--- src/rtl/bulk_rr_pkg.sv ---
package bulk_rr_pkg;
  localparam int PTR_W   = 32;
  localparam int ALIGN_W = 4;

  typedef enum logic {
    SEL_CUR  = 1'b0,
    SEL_HEAD = 1'b1
  } sw_sel_e;
endpackage

--- src/rtl/bulk_aligned_reg.sv ---
module bulk_aligned_reg #(
  parameter int W     = 32,
  parameter int ALIGN = 4
) (
  input  logic         clk,
  input  logic         rst_n,
  input  logic         ld,
  input  logic [W-1:0] d,
  output logic [W-1:0] q
);
  localparam int SW = W - ALIGN;

  logic [SW-1:0] store;

  always_ff @(posedge clk) begin
    if (!rst_n)  store <= '0;
    else if (ld) store <= d[W-1:ALIGN];
  end

  generate
    if (ALIGN > 0) begin : g_pad
      assign q = {store, {ALIGN{1'b0}}};
    end else begin : g_nopad
      assign q = store;
    end
  endgenerate
endmodule

--- src/rtl/bulk_eol_ctrl.sv ---
module bulk_eol_ctrl #(
  parameter int W     = 32,
  parameter int ALIGN = 4
) (
  input  logic         list_en,
  input  logic         srv_valid,
  input  logic [W-1:0] srv_link,
  input  logic         proc_req,
  input  logic         cur_zero,
  input  logic         fill,
  output logic         srv_evt,
  output logic         eol_evt,
  output logic         consume
);
  logic link_zero;
  logic idle_eol;

  assign link_zero = (srv_link[W-1:ALIGN] == '0);
  assign srv_evt   = list_en & srv_valid;
  assign idle_eol  = list_en & proc_req & ~srv_valid & cur_zero;
  assign eol_evt   = (srv_evt & link_zero) | idle_eol;
  assign consume   = eol_evt & fill;
endmodule

--- src/rtl/bulk_fill_flag.sv ---
module bulk_fill_flag (
  input  logic clk,
  input  logic rst_n,
  input  logic set,
  input  logic clr,
  output logic q
);
  always_ff @(posedge clk) begin
    if (!rst_n) q <= 1'b0;
    else        q <= (q & ~clr) | set;
  end

  AST_SET_WINS: assert property (@(posedge clk) disable iff (!rst_n)
    set |=> q);
  AST_CLR_TAKES: assert property (@(posedge clk) disable iff (!rst_n)
    (clr && !set) |=> !q);
endmodule

--- src/rtl/bulk_rr_ptr.sv ---
module bulk_rr_ptr
  import bulk_rr_pkg::*;
#(
  parameter int W     = PTR_W,
  parameter int ALIGN = ALIGN_W
) (
  input  logic         clk,
  input  logic         rst_n,
  input  logic         list_en,
  input  logic         srv_valid,
  output logic         srv_ready,
  input  logic [W-1:0] srv_link,
  input  logic         proc_req,
  input  logic         sw_wr,
  input  logic         sw_sel,
  input  logic [W-1:0] sw_wdata,
  input  logic         fill_set,
  output logic [W-1:0] cur_ptr,
  output logic [W-1:0] head_ptr,
  output logic         fill_flag,
  output logic         end_of_list
);
  logic         srv_evt, eol_evt, consume;
  logic         cur_zero;
  logic         sw_cur, sw_head;
  logic         cur_ld;
  logic [W-1:0] cur_d;

  assign srv_ready   = 1'b1;
  assign cur_zero    = (cur_ptr == '0);
  assign end_of_list = cur_zero;
  assign sw_cur      = sw_wr & (sw_sel_e'(sw_sel) == SEL_CUR);
  assign sw_head     = sw_wr & (sw_sel_e'(sw_sel) == SEL_HEAD);

  bulk_eol_ctrl #(.W(W), .ALIGN(ALIGN)) u_eol (
    .list_en   (list_en),
    .srv_valid (srv_valid),
    .srv_link  (srv_link),
    .proc_req  (proc_req),
    .cur_zero  (cur_zero),
    .fill      (fill_flag),
    .srv_evt   (srv_evt),
    .eol_evt   (eol_evt),
    .consume   (consume)
  );

  // The head pointer is written directly; current pointer takes a priority mux
  always_comb begin
    cur_ld = 1'b1;
    cur_d  = cur_ptr;
    if (consume)                 cur_d = head_ptr;
    else if (srv_evt)            cur_d = srv_link;
    else if (sw_cur && !list_en) cur_d = sw_wdata;
    else                         cur_ld = 1'b0;
  end

  bulk_aligned_reg #(.W(W), .ALIGN(ALIGN)) u_cur (
    .clk (clk), .rst_n (rst_n), .ld (cur_ld), .d (cur_d), .q (cur_ptr)
  );

  bulk_aligned_reg #(.W(W), .ALIGN(ALIGN)) u_head (
    .clk (clk), .rst_n (rst_n), .ld (sw_head), .d (sw_wdata), .q (head_ptr)
  );

  bulk_fill_flag u_fill (
    .clk (clk), .rst_n (rst_n), .set (fill_set), .clr (consume), .q (fill_flag)
  );

  AST_ADVANCE: assert property (@(posedge clk) disable iff (!rst_n)
    (list_en && srv_valid && srv_link[W-1:ALIGN] != '0)
      |=> cur_ptr[W-1:ALIGN] == $past(srv_link[W-1:ALIGN]));
  AST_RELOAD: assert property (@(posedge clk) disable iff (!rst_n)
    (list_en && fill_flag && ((srv_valid && srv_link[W-1:ALIGN] == '0) ||
                              (!srv_valid && proc_req && cur_ptr == '0)))
      |=> cur_ptr == $past(head_ptr));
  AST_SW_GATED: assert property (@(posedge clk) disable iff (!rst_n)
    (list_en && sw_wr && !sw_sel && !srv_valid && !proc_req)
      |=> $stable(cur_ptr));
  AST_IDLE_OFF: assert property (@(posedge clk) disable iff (!rst_n)
    (!list_en && !(sw_wr && !sw_sel)) |=> $stable(cur_ptr));
  AST_LOW_BITS: assert property (@(posedge clk) disable iff (!rst_n)
    (cur_ptr[ALIGN-1:0] == '0) && (head_ptr[ALIGN-1:0] == '0));
endmodule

--- config.mk ---
export PLATFORM = sky130hd
export DESIGN_NAME = bulk_rr_ptr
export DESIGN_NICKNAME = d
export VERILOG_FILES = /design/src/rtl/bulk_rr_pkg.sv /design/src/rtl/bulk_aligned_reg.sv /design/src/rtl/bulk_eol_ctrl.sv /design/src/rtl/bulk_fill_flag.sv /design/src/rtl/bulk_rr_ptr.sv
export SDC_FILE = /design/constraint.sdc
export NUM_CORES = 1
export LEC_CHECK = 0
export BUFFER_PORTS_ARGS = -buffer_cell sky130_fd_sc_hd__buf_2
export CAP_MARGIN = 20
export CORE_MARGIN = 3
export CORE_UTILIZATION = 39
export DETAILED_ROUTE_END_ITERATION = 6
export HOLD_SLACK_MARGIN = 0.12
export PLACE_DENSITY = 0.76
export SYNTH_ARGS = -nofsm -noshare
export SYNTH_HDL_FRONTEND = slang
export SYNTH_SLANG_ARGS = --single-unit
--- constraint.sdc ---
create_clock -name clk -period 4.1 [get_ports clk]
set_input_delay 0.82 -clock clk [delete_from_list [all_inputs] [get_ports clk]]
set_output_delay 0.82 -clock clk [all_outputs]
set_load 0.01 [all_outputs]
==> impl_results.md <==
- Commonest non-fill, non-tap cells in the layout: 124 x nand2_1, 121 x buf_2, 57 x dfxtp_1
- Row count: 30
- Total negative slack: 0 ps
- Clock Tree Root: clkbuf_8
- Via/cell ratio: 5.187
- Run status: finished, final reports clean
- Period utilization: 61.94%
- Avg Inst Size Synth: 7.780 sq um
- WP data required: 3280 ps
- Core ar.: approximately 0.0069 sq mm
- Layout cells sized above 1: 32.63%
- Max Slew Vio Count: 0
- Placed inst area: between 0.003 and 0.004 sq mm
- Yosys Warn Count: 0
- Die area: roughly 0.0082 sq mm
- Clock buffer depth: 2
- # setup viols final: 0
- CP Data Arrival Time: 1720 ps
- Die Ht: 90.51 um
- Number of antenna violations at the first check in global routing: 0
- CP endpoint kind: output port
- Global Route Usage Sum: about a fifth
- CP Cell Sequence: nor4_1, nand4_1, nor3_1, buf_2
- N_diodes: 0
- # H-tree levels: 3
- CP delay by family, top: simple AND/OR/NAND/NOR gates
- Clock Skew: approximately 8 ps
- Nets: 545
- CTS Buf Count: 9
- Worst Setup Start Kind: flip-flop
- Synthesized area: around 0.0028 sq mm
- Worst-Margin Slew: 736.3 ps
- Post-synthesis cell type count: 26
- Worst path max stage delay: 400 ps
- Worst-path clk slew: ~60 ps
- DR pass1 iterations: 4
- Worst-case vdd ir drop: 0.1318 mV
- DP Worst Slack: 1564 ps
- Yosys reg bits: 57
- DR iter-0 viols: 111
- F_max: 393.8 MHz
- Worst-path fanout max: 3
- Hpwl dp: 6357 um
- Slowest stage cell, crit path: nor4_1
- Top Ports: about 140
- Slew margin rel.: 50.73%
- Final GP Congestion: 0.8107
- CP Class: reg2out
- Setup Fix Bufs, Post-CTS: 0
- I/O Buffers: 121
- Largest net degree at the start of global routing: 69
- First-pass GRT wire length: 13700 um
- Min-delay worst type: reg2reg
- Static Leak: 1.559 nW
- Final worst slack: roughly 1600 ps
- Post-synthesis sequential area ratio: roughly 41%
- Avg WL per Cell: between 15 and 20 um
- Crit path buffers/inverters: 1
- Pwr Density: 349.8 mW/mm^2
- Die boundary width: 90.51 um
- Fin area: around 0.0036 sq mm
- Final ANT Viol Nets: 0
- Vias in the first global route: ~2700
- RSZ-0062 raised after global routing: false
- Max cap viols: 0
- Tmin final: 2539 ps
- Final hold viol count: 0
- Area Overhead vs Synth: 29.02%
- CTS Sinks: 57
- Cts repair resizes: 0
- CTS tree: done
- Initial Utilization: 40.55%
- DRC violations left: 0
- Cells after Synth: between 300 and 400
- Hold buffer count at cts: 0
- Routed wire length: 8809 um
- Skew-Pair Late Insertion Delay: 330 ps
- Most common cell after layout, fill and taps aside: nand2_1
- Total grt overflow: 0
- Via count: 2962
[cell type report]
| type | instances | area [sq um] |
|---|---|---|
| fill | 695 | 3276 |
| multi-input combinational | 273 | 1490 |
| sequential | 57 | 1141 |
| tap | 96 | 120.1 |
| timing repair buffer | 129 | 680.7 |
| clock buffer | 12 | 145.1 |
| inverter | 3 | 11.26 |
| clock inverter | 1 | 5.005 |
[worst paths after layout]
path	from	cells past startpoint	slack (ps)	to
min	u_head.store[26]	2	470	u_head.store[26]
max reg2reg	u_cur.store[7]	6	2090	u_cur.store[0]
min reg2reg	u_head.store[26]	2	470	u_head.store[26]
max	u_cur.store[7]	4	1560	end_of_list
[worst reg2reg max path, stage by stage, from the launching register on]
cell and delay, ps:
dfxtp_1 330, nor4_1 400, nand4_1 280, nor4_4 370, o21ai_2 90, buf_4 250, o21ai_0 220
[cell usage after synthesis]
cell type	count	share of area, %
clkinv_1	1	0.13
nor2_1	3	0.40
nor3b_1	1	0.27
a21oi_1	17	3.1
dfxtp_1	57	41
nor3_1	1	0.18
o22ai_1	9	2.0
nor4_4	1	0.76
buf_4	9	2.4
o31a_1	1	0.31
nand3b_1	1	0.27
o21ai_2	12	3.8
nand4_1	3	0.67
buf_2	4	0.72
nor4_1	13	2.9
buf_6	2	0.81
and2_1	2	0.45
or4_4	1	0.40
nand2_1	124	17
conb_1	2	0.27
clkbuf_1	17	2.3
a21boi_0	20	5.4
inv_1	2	0.27
mux2i_1	19	6.8
o21ai_0	27	4.9
a22o_1	9	2.8
[per-layer routing]
layer  vias to the layer above  GRT usage [%]  part of all wire [%]
met5                         -              0                     0
met4                         0          6.122                   1.1
met3                         8          7.417                   9.1
met2                       147          32.55                    45
met1                      1361          27.13                    45
li1                       1446              -                     -
[logic make-up (layout without fill, tap and decap cells)]
| family | Yosys count | after routing | share of synthesized area, % |
|---|---|---|---|
| buffers and inverters | 35 | 145 | 6.648 |
| flip-flops | 57 | 57 | 40.97 |
| other | 2 | 9 | 0.2696 |
| AND/OR/NAND/NOR | 150 | 150 | 23.05 |
| AO/OA/AOI/OAI | 95 | 95 | 22.24 |
| multiplexers | 19 | 19 | 6.828 |
[state kept, by name (all words and copies together) (netlist names)]
register and flops:
u_cur.store 28, u_head.store 28, u_fill.q 1
[power by group]
part	internal, mW	switching (mW)	leakage [nW]	total [mW]
Clock	0.225	0.202	0.0782	0.427
Combinational	0.0934	0.127	1.01	0.220
Sequential	0.584	0.0253	0.467	0.610
[through the flow]
stage	cells	util (%)	hold WS, ps	power, mW
floorplan	365	-	492.2	0.7430
global placement	556	49.69	455.8	0.8329
detailed placement	556	49.69	465.6	0.8380
CTS	569	51.88	473.8	1.265
global route	571	52.31	494.4	1.325
finish	571	52.31	471.1	1.257
No activity file was read; power rests on OpenSTA's default activity.
